[config.mk]
export PLATFORM = sky130hd
export DESIGN_NAME = nru_victim_picker
export DESIGN_NICKNAME = d
export VERILOG_FILES = /design/src/rtl/nru_pkg.sv /design/src/rtl/nru_frame_flags.sv /design/src/rtl/nru_walk_ctrl.sv /design/src/rtl/nru_victim_picker.sv
export SDC_FILE = /design/constraint.sdc
export NUM_CORES = 1
export LEC_CHECK = 0
export BUFFER_PORTS_ARGS = -buffer_cell sky130_fd_sc_hd__buf_2
export CAP_MARGIN = 15
export CORE_MARGIN = 5
export CORE_UTILIZATION = 45
export DETAILED_ROUTE_END_ITERATION = 10
export PLACE_DENSITY_LB_ADDON = 0.15
export SLEW_MARGIN = 30
export SYNTH_ARGS = -nofsm -noshare
export SYNTH_HDL_FRONTEND = slang
export SYNTH_SLANG_ARGS = --single-unit
[constraint.sdc]
create_clock -name clk -period 7.94 [get_ports clk]
set_input_delay 0.794 -clock clk [delete_from_list [all_inputs] [get_ports clk]]
set_output_delay 0.794 -clock clk [all_outputs]
set_load 0.05 [all_outputs]
[src/rtl/nru_pkg.sv]
// Package: shared types for the clock victim selector.
// Assumes nothing beyond IEEE 1800-2017 packages.
package nru_pkg;
    // Walk controller state
    typedef enum logic [0:0] {
        ST_IDLE = 1'b0,
        ST_WALK = 1'b1
    } walk_state_e;
endpackage

[src/rtl/nru_frame_flags.sv]
// Module: per-frame used/dirty flag storage.
// Reference reports set flags. The walk clears used flags, and selection
// clears the victim's dirty flag. A report always beats a clear in the same
// cycle. Assumes ref_frame < NUM_FRAMES whenever ref_valid is high.
module nru_frame_flags #(
    parameter int NUM_FRAMES = 16,
    parameter int IDX_W      = $clog2(NUM_FRAMES)
) (
    input  logic                  clk,
    input  logic                  rst_n,
    input  logic                  ref_valid,
    input  logic [IDX_W-1:0]      ref_frame,
    input  logic                  ref_store,
    input  logic                  scan_clr,
    input  logic [IDX_W-1:0]      scan_idx,
    input  logic                  take_en,
    input  logic [IDX_W-1:0]      take_idx,
    output logic [NUM_FRAMES-1:0] used_vec,
    output logic [NUM_FRAMES-1:0] dirty_vec
);
    for (genvar i = 0; i < NUM_FRAMES; i++) begin : g_frame
        logic used_q;
        logic dirty_q;
        logic hit_ref;
        logic hit_scan;
        logic hit_take;

        assign hit_ref  = ref_valid && (ref_frame == IDX_W'(i));
        assign hit_scan = scan_clr  && (scan_idx  == IDX_W'(i));
        assign hit_take = take_en   && (take_idx  == IDX_W'(i));

        // Used flag: a reference sets it and wins over the walk's clear
        always_ff @(posedge clk) begin
            if (!rst_n)        used_q <= 1'b0;
            else if (hit_ref)  used_q <= 1'b1;
            else if (hit_scan) used_q <= 1'b0;
        end

        // Dirty flag: a store sets it and wins over the clear at selection
        always_ff @(posedge clk) begin
            if (!rst_n)                     dirty_q <= 1'b0;
            else if (hit_ref && ref_store)  dirty_q <= 1'b1;
            else if (hit_take)              dirty_q <= 1'b0;
        end

        assign used_vec[i]  = used_q;
        assign dirty_vec[i] = dirty_q;
    end

    // a reported reference always leaves the used flag set
    a_r2_ref_sets_used: assert property (@(posedge clk) disable iff (!rst_n)
        ref_valid |=> used_vec[$past(ref_frame)]);

    // a reported store always leaves the dirty flag set
    a_r2_store_sets_dirty: assert property (@(posedge clk) disable iff (!rst_n)
        (ref_valid && ref_store) |=> dirty_vec[$past(ref_frame)]);

    // a walked frame with no concurrent reference ends up unused
    a_r5_walk_clears: assert property (@(posedge clk) disable iff (!rst_n)
        (scan_clr && !(ref_valid && ref_frame == scan_idx)) |=> !used_vec[$past(scan_idx)]);
endmodule

[src/rtl/nru_walk_ctrl.sv]
// Module: clock-hand walk controller.
// Holds the last-replaced pointer. Examines one frame per cycle from
// pointer+1, records the first unused frame for the clean-rule fallback,
// and emits a registered selection pulse. Assumes the flag vectors come
// from registers (one cycle of flag state per examined frame).
module nru_walk_ctrl
    import nru_pkg::*;
#(
    parameter int NUM_FRAMES = 16,
    parameter int IDX_W      = $clog2(NUM_FRAMES)
) (
    input  logic                  clk,
    input  logic                  rst_n,
    input  logic                  pick_req,
    input  logic                  pick_clean,
    input  logic [NUM_FRAMES-1:0] used_vec,
    input  logic [NUM_FRAMES-1:0] dirty_vec,
    output logic                  scan_clr,
    output logic [IDX_W-1:0]      scan_idx,
    output logic                  take_en,
    output logic [IDX_W-1:0]      take_idx,
    output logic                  busy,
    output logic                  pick_done,
    output logic [IDX_W-1:0]      pick_frame,
    output logic                  pick_dirty
);
    localparam logic [IDX_W-1:0] LAST = IDX_W'(NUM_FRAMES - 1);

    walk_state_e      state_q;
    logic [IDX_W-1:0] hand_q;
    logic [IDX_W-1:0] probe_q;
    logic [IDX_W-1:0] lap_cnt_q;
    logic             fb_valid_q;
    logic [IDX_W-1:0] fb_idx_q;
    logic             clean_q;
    logic             done_q;
    logic [IDX_W-1:0] frame_q;
    logic             dirty_q;

    logic             cur_used;
    logic             cur_dirty;
    logic             hit;
    logic             lap_end;
    logic             use_fb;
    logic [IDX_W-1:0] sel_idx;
    logic [IDX_W-1:0] probe_next;
    logic [IDX_W-1:0] hand_next;

    // Walk-cycle decode: decide whether this frame ends the search
    always_comb begin
        cur_used   = used_vec[probe_q];
        cur_dirty  = dirty_vec[probe_q];
        hit        = !cur_used && (!clean_q || !cur_dirty);
        lap_end    = (lap_cnt_q == LAST);
        use_fb     = clean_q && !hit && lap_end && (fb_valid_q || !cur_used);
        sel_idx    = hit ? probe_q : (fb_valid_q ? fb_idx_q : probe_q);
        probe_next = (probe_q == LAST) ? '0 : probe_q + 1'b1;
        hand_next  = (hand_q  == LAST) ? '0 : hand_q  + 1'b1;
    end

    assign scan_clr = (state_q == ST_WALK);
    assign scan_idx = probe_q;
    assign take_en  = (state_q == ST_WALK) && (hit || use_fb);
    assign take_idx = sel_idx;

    // State, pointer and walk registers
    always_ff @(posedge clk) begin
        if (!rst_n) begin
            state_q    <= ST_IDLE;
            hand_q     <= '0;
            probe_q    <= '0;
            lap_cnt_q  <= '0;
            fb_valid_q <= 1'b0;
            fb_idx_q   <= '0;
            clean_q    <= 1'b0;
            done_q     <= 1'b0;
            frame_q    <= '0;
            dirty_q    <= 1'b0;
        end else begin
            done_q <= 1'b0;
            if (state_q == ST_IDLE) begin
                if (pick_req) begin
                    state_q    <= ST_WALK;
                    probe_q    <= hand_next;
                    lap_cnt_q  <= '0;
                    fb_valid_q <= 1'b0;
                    clean_q    <= pick_clean;
                end
            end else if (take_en) begin
                state_q <= ST_IDLE;
                hand_q  <= sel_idx;
                done_q  <= 1'b1;
                frame_q <= sel_idx;
                dirty_q <= dirty_vec[sel_idx];
            end else begin
                probe_q   <= probe_next;
                lap_cnt_q <= lap_end ? '0 : lap_cnt_q + 1'b1;
                if (clean_q && !cur_used && !fb_valid_q) begin
                    fb_valid_q <= 1'b1;
                    fb_idx_q   <= probe_q;
                end
            end
        end
    end

    assign busy       = (state_q == ST_WALK);
    assign pick_done  = done_q;
    assign pick_frame = frame_q;
    assign pick_dirty = dirty_q;

    // selection pulse lasts one cycle
    a_r11_done_pulse: assert property (@(posedge clk) disable iff (!rst_n)
        pick_done |=> !pick_done);

    // a walk only starts from a request
    a_r3_walk_from_req: assert property (@(posedge clk) disable iff (!rst_n)
        $rose(busy) |-> $past(pick_req));

    // a default-rule victim had its used flag clear when examined
    a_r4_victim_unused: assert property (@(posedge clk) disable iff (!rst_n)
        (pick_done && !clean_q) |-> !$past(cur_used));

    // the pointer rests on the reported victim
    a_r4_hand_on_victim: assert property (@(posedge clk) disable iff (!rst_n)
        pick_done |-> (hand_q == pick_frame) && (pick_frame <= LAST));

    // a request during a walk does not restart it
    a_r10_no_restart: assert property (@(posedge clk) disable iff (!rst_n)
        (busy && pick_req && !take_en) |=> (busy && lap_cnt_q != '0) || $past(lap_end));
endmodule

[src/rtl/nru_victim_picker.sv]
// Module: top of the clock victim selector.
// Joins the per-frame flag store with the walk controller.
// Assumes NUM_FRAMES >= 8.
module nru_victim_picker #(
    parameter int NUM_FRAMES = 16,
    parameter int IDX_W      = $clog2(NUM_FRAMES)
) (
    input  logic             clk,
    input  logic             rst_n,
    input  logic             ref_valid,
    input  logic [IDX_W-1:0] ref_frame,
    input  logic             ref_store,
    input  logic             pick_req,
    input  logic             pick_clean,
    output logic             busy,
    output logic             pick_done,
    output logic [IDX_W-1:0] pick_frame,
    output logic             pick_dirty
);
    logic [NUM_FRAMES-1:0] used_vec;
    logic [NUM_FRAMES-1:0] dirty_vec;
    logic                  scan_clr;
    logic [IDX_W-1:0]      scan_idx;
    logic                  take_en;
    logic [IDX_W-1:0]      take_idx;

    nru_frame_flags #(.NUM_FRAMES(NUM_FRAMES), .IDX_W(IDX_W)) u_flags (
        .clk       (clk),
        .rst_n     (rst_n),
        .ref_valid (ref_valid),
        .ref_frame (ref_frame),
        .ref_store (ref_store),
        .scan_clr  (scan_clr),
        .scan_idx  (scan_idx),
        .take_en   (take_en),
        .take_idx  (take_idx),
        .used_vec  (used_vec),
        .dirty_vec (dirty_vec)
    );

    nru_walk_ctrl #(.NUM_FRAMES(NUM_FRAMES), .IDX_W(IDX_W)) u_walk (
        .clk        (clk),
        .rst_n      (rst_n),
        .pick_req   (pick_req),
        .pick_clean (pick_clean),
        .used_vec   (used_vec),
        .dirty_vec  (dirty_vec),
        .scan_clr   (scan_clr),
        .scan_idx   (scan_idx),
        .take_en    (take_en),
        .take_idx   (take_idx),
        .busy       (busy),
        .pick_done  (pick_done),
        .pick_frame (pick_frame),
        .pick_dirty (pick_dirty)
    );

    // outputs quiet in the first cycle after reset
    a_r1_quiet_after_reset: assert property (@(posedge clk)
        $rose(rst_n) |-> (!busy && !pick_done));
endmodule

* Word-level counts from Yosys, hierarchy flattened
Index checks and enable logic that the tools add are counted.
** Cells by class
- Add/subtract/negate cells :: 3
- Order comparisons :: 2
- Equal/unequal tests :: 49
- Mux-type cells :: 89
- Bitwise logic cells :: 2
- Reduce and logical (&&, ||, !) cells :: 121
** Operator list (count)
- == test 4 bit, second input constant :: 26
- 2-to-1 mux 1 bit :: 75
- logical AND 1 bit :: 71
- nonzero test 2 bit :: 33
- == test 4 x 3 -> 1 bit, second input constant :: 12
- 2-to-1 mux 4 bit :: 11
- == test 4 x 2 -> 1 bit, second input constant :: 6
- adder 4 x 1 -> 4 bit, second input constant :: 3
- binary-select mux 1 bit (select 4 bit) :: 3
- == test 4 x 1 -> 1 bit, second input constant :: 3
- zero test 4 bit :: 3
- less-than comparator 4 x 5 -> 1 bit, second input constant :: 2
- AND reduction 2 bit :: 4
- AND reduction 3 bit :: 2
- zero test 1 bit :: 5
- != test 2 bit, second input constant :: 2
- logical OR 1 bit :: 3
- inverter 1 bit :: 2
** Word-level totals
- Register bits after elaboration :: 53
- Input bits :: 10
- Output and inout bits :: 7
- Logic and storage cells :: 307

* Longest topological paths before layout
- Depth in word-level cells :: 14
- Depth in mapped cells :: 12
- Mapped depth without buffers :: 9

* Hierarchy
Synthesis repeated with hierarchy kept, for this count alone.
** Unflattened totals
- Cells, all modules :: 366
- Area, all modules :: 3320.7 µm²
** Modules (own cells, without submodules)
- nru_walk_ctrl :: instances 1, cells each 189, area an instance 1710.4 µm², sequential area each 420.4 µm²
- nru_frame_flags :: instances 1, cells each 177, area an instance 1610.3 µm², sequential area each 640.6 µm²

* Least setup slack after synthesis
OpenSTA, ideal clock, no wires.
- Kind :: register to register
- Start point :: register u_walk.probe_q[0] (netlist: u_walk.scan_idx[0])
- End point :: register u_flags.g_frame[5].dirty_q
- Setup time :: 0.132 ns
- Arrival :: 2.434 ns
- Required time :: 7.808 ns
- Slack :: 5.373 ns
- Cell stages (with the launch flop) :: 11
- Buffers on the path :: 1
- Clock period less this slack :: 2.567 ns
- Cell sequence :: dfxtp_1 buf_6 mux4_2 nand2_1 and4_4 a31oi_4 mux2i_4 inv_2 or3_4 o21ai_1 a21oi_1
** Between the ends
- Word-level cells in the longest chain between the ends :: 13
- Elaborated cells on any way between the ends :: 20
- Those cells by class :: eq/ne (1); mux (6); reduce/logical (13)
** Ends and longest elaborated chain
- start, declared :: RTL line nru_walk_ctrl.sv:31 : logic [IDX_W-1:0] probe_q;
- start signal, assigned :: RTL line nru_walk_ctrl.sv:84 : probe_q <= hand_next;
- start signal, assigned :: RTL line nru_walk_ctrl.sv:96 : probe_q <= probe_next;
- binary-select mux 1 bit (select 4 bit) :: RTL line nru_walk_ctrl.sv:52 : cur_dirty = dirty_vec[probe_q];
- 2-to-1 mux 1 bit (implied by the code) :: RTL line nru_walk_ctrl.sv:52
- zero test 1 bit :: RTL line nru_walk_ctrl.sv:53 : hit = !cur_used && (!clean_q || !cur_dirty);
- logical OR 1 bit :: RTL line nru_walk_ctrl.sv:53
- logical AND 1 bit :: RTL line nru_walk_ctrl.sv:53
- zero test 1 bit :: RTL line nru_walk_ctrl.sv:55 : use_fb = clean_q && !hit && lap_end && (fb_valid_q || !cur_used);
- logical AND 1 bit (3 in series) :: RTL line nru_walk_ctrl.sv:55
- logical OR 1 bit :: RTL line nru_walk_ctrl.sv:63 : assign take_en = (state_q == ST_WALK) && (hit || use_fb);
- logical AND 1 bit :: RTL line nru_walk_ctrl.sv:63
- logical AND 1 bit (*) :: RTL line nru_frame_flags.sv:30 : assign hit_take = take_en && (take_idx == IDX_W'(i));
- nonzero test 2 bit (no line) (*)
- end signal, assigned :: RTL line nru_frame_flags.sv:41 : if (!rst_n) dirty_q <= 1'b0;
- end signal, assigned :: RTL line nru_frame_flags.sv:42 : else if (hit_ref && ref_store) dirty_q <= 1'b1;
- end signal, assigned :: RTL line nru_frame_flags.sv:43 : else if (hit_take) dirty_q <= 1'b0;
- end, declared :: RTL line nru_frame_flags.sv:23 : logic dirty_q;
Mark *: on every way between the ends. The rest lies on a longest branch, timed or not. The select of a mux whose other input is x is not followed.
A chain may end at the register's enable or synchronous reset.

* Final worst setup path
- Start point :: register u_walk.probe_q[3] (netlist: u_walk.scan_idx[3])
- End point :: register u_flags.g_frame[5].dirty_q
Same word-level chain as after synthesis.

==> out/qor.yml <==
drtIter0Drc: 144
critPathKind: "flop to flop"
rsz0062_at_grt: "no"
arrival_ps: 3450
nNetsFinal: 378
avgSynthCellArea_um2: 8.175
floorplan.die_area_um2: 8135
dp_hpwl_mm: 5.190
wire_per_inst_um: 16.33
swShare_pct: 30.29
synth_edf_count: 0
crit_buf_inv: 1
die_h_um: 90.20
dr_total_vias: 2501
worst_pin_slew_ps: 809.8
cts_sinks: 53
gp_congestion: 0.8058
synth_top_area_share_pct: 36.66
place_inst: 432
antenna_found_initial: 0
dieWidth_um: 90.20
start_util_pct: 45.84
slew_headroom_pct: 45.94
slowest_delay_ps: 860
clock.fmax_mhz: 307.6
drv_slew: 0
synthArstFlopShare_pct: 0
intPower_w: 0.0004156
area_delta_synth_final_pct: 7.955
clock_path_buffers: 2
yosys_warnings: 0
crit_required_ps: 8140
cts_resized: 0
track_usage_pct: 17.68
period_needed_ps: 3251
worstSkewPairLatency_ps: 310
synth_fp_nets: 370
totalWireLength_mm: 7.186
crit_family: "compound AO/OA/AOI/OAI gates"
leakage_nw: 1.111
synth.area.top_cells: "dfxtp_1 37%, mux2i_1 8.3%, a21oi_1 7.8%"
drtPass1Iterations: 4
ir_drop_uv: 91.75
synth_ff_type: "dfxtp_1"
via_per_inst: 5.684
end_kind: "flop"
multi_input_area_um2: 1714
p_switching_w: 0.0001806
layoutNonFillerInstCount: 440
cts_made_buffers: 5
path_clk_slew_ps: 100
fin_skew_ps: 6.748
port_buffers: 16
powerDensity_nw_per_um2: 190.8
start_kind: "flop"
dpl_cell_area_um2: 3004
min_period_over_period_pct: 40.95
grt_pass1_wl_mm: 11.87
cts_setup_buffers: 0
cp_max_fo: 24
max_cap_viol_count: 0
syn_inst: 354
synth_top_cell_by_area: "dfxtp_1"
antenna_cells: 0
drc_errors: 0
finalSetupViolations: 0
layout-drive-gt1-share_pct: 11.85
hp-class: "flop to flop"
status: "finished clean"
crit_chain: "nor2b_1 > a22oi_1 > nand3_1 > a31oi_4 > mux2i_4 > inv_2 > or3_4 > o21ai_1 > a21oi_1"
fin_setup_tns_ps: 0
regArea_um2: 1061
nFillCells: 653
drtAntennaViolNets: 0
synth_cell_types: 47
p_comb_share_pct: 18.0
io_pins: 17
synth_seq_cells: 53
p_clk_share_pct: 32.9
grt-ovfl-total: 0
root_buffer: "clkbuf_8"
core_um2: 6314
grt_pass1_vias: 2261
cts_tree: "done"
cpMaxStageDelayCell: "dfxtp_1"
stdcell_area_um2: 3124
hold_violations: 0
row_count: 29
synth_area_um2: 2894
grt_max_degree: 32
pwr-share-seq_pct: 49.1
postCtsHoldBufs: 0
htreeDepth: 2
yosysSeqAreaShare_pct: 36.66
[layout by cell type, fill, tap and decap left out, drive strengths merged, types with 4 or more instances in the layout]
cell type / netlist / routed
ha: 6 / 6
inv: 9 / 9
nor2b: 5 / 5
a21oi: 46 / 46
nor2: 28 / 28
a22oi: 4 / 4
o31ai: 4 / 4
buf: 5 / 18
clkbuf: 11 / 6
dfxtp: 53 / 53
a31oi: 6 / 6
nor3: 5 / 5
mux2i: 26 / 26
o21ai: 42 / 42
mux4: 4 / 4
nand2: 50 / 50
and2: 6 / 6
nand3: 10 / 10
nand2b: 6 / 6
[routing by layer]
layer	global-route usage (%)	up-vias	part of all wire (%)
li1	-	1275	-
met1	26.19	1170	51
met2	26.16	47	44
met3	3.172	9	3.9
met4	4.963	0	1.3
met5	0	-	0
[cell type report]
type / count / share of cell area, %
inverter: 10 / 1.201
multi-input combinational: 274 / 54.87
clock buffer: 6 / 2.643
clock inverter: 2 / 1.201
sequential: 53 / 33.96
tap: 77 / 3.084
timing repair buffer: 18 / 3.044
[stage by stage]
stage	power, W	worst slack [ps]	hold slack, ps	utilization (%)
6_report	0.0005963	4689	474.7	49.48
5_1_grt	0.0006245	4413	498.6	49.48
4_1_cts	0.0006000	4679	477.4	49.48
3_5_place_dp	0.0004059	4704	463.2	47.58
3_3_place_gp	0.0004051	4728	459.8	47.50
2_1_floorplan	0.0003784	5373	445.1	-
[cell usage after synthesis (2+ instances only)]
cell and instances:
a211oi_1 3, a21oi_1 45, a22oi_1 4, a31oi_1 4, and2_1 6, and3_1 3
buf_2 2, buf_4 2, clkbuf_1 11, dfxtp_1 53, ha_1 6, inv_1 8
mux2_2 2, mux2i_1 24, mux2i_4 2, mux4_2 4, nand2_1 50, nand2b_1 5
nand3_1 10, nand3b_1 2, nand4_1 2, nor2_1 28, nor2b_1 5, nor3_1 4
nor3b_1 3, o21ai_0 30, o21ai_1 12, o22ai_1 2, o31ai_1 4
[flip-flops by register name, summed over array words and instances (netlist names)]
signal	count
u_flags.g_frame.dirty_q	16
u_flags.g_frame.used_q	16
u_walk.busy	1
u_walk.clean_q	1
u_walk.fb_idx_q	4
u_walk.fb_valid_q	1
u_walk.lap_cnt_q	4
u_walk.pick_dirty	1
u_walk.pick_done	1
u_walk.pick_frame	4
u_walk.scan_idx	4
[power by group through the flow]
stage	Sequential, W	Clock [W]	Combinational [W]
final	0.000293	0.000196	0.000108
after global placement	0.000299	0	0.000106
after detailed placement	0.000299	0	0.000107
after global routing	0.000295	0.000211	0.000119
after CTS	0.000293	0.000200	0.000107
after floorplan	0.000302	0	0.0000765
[logic make-up after synthesis]
group | share of synthesized area (%)
multiplexers | 13.75
flip-flops | 36.66
buffers and inverters | 4.280
AND/OR/NAND/NOR | 20.84
adder cells (fa/ha/maj) | 2.594
AO/OA/AOI/OAI | 21.57
XOR/XNOR | 0.3027
[worst reg2reg max path: cells and delay by family, from the launching register on]
kind	cells	cell delay [ps]
and+or+nand+nor	3	780
AOI/OAI and AO/OA	4	940
DFF	1	860
buffers and inverters	1	90
muxes	1	470
[worst paths after layout]
path	end	slack [ps]	start	depth (start not counted)
setup reg to reg	u_flags.g_frame[5].dirty_q	4690	u_walk.scan_idx[3]	9
hold / removal	u_flags.g_frame[0].used_q	470	u_flags.g_frame[0].used_q	2
hold reg to reg	u_flags.g_frame[0].used_q	470	u_flags.g_frame[0].used_q	2
setup / recovery	u_flags.g_frame[5].dirty_q	4690	u_walk.scan_idx[3]	9
(Power assumes the default switching activity.)
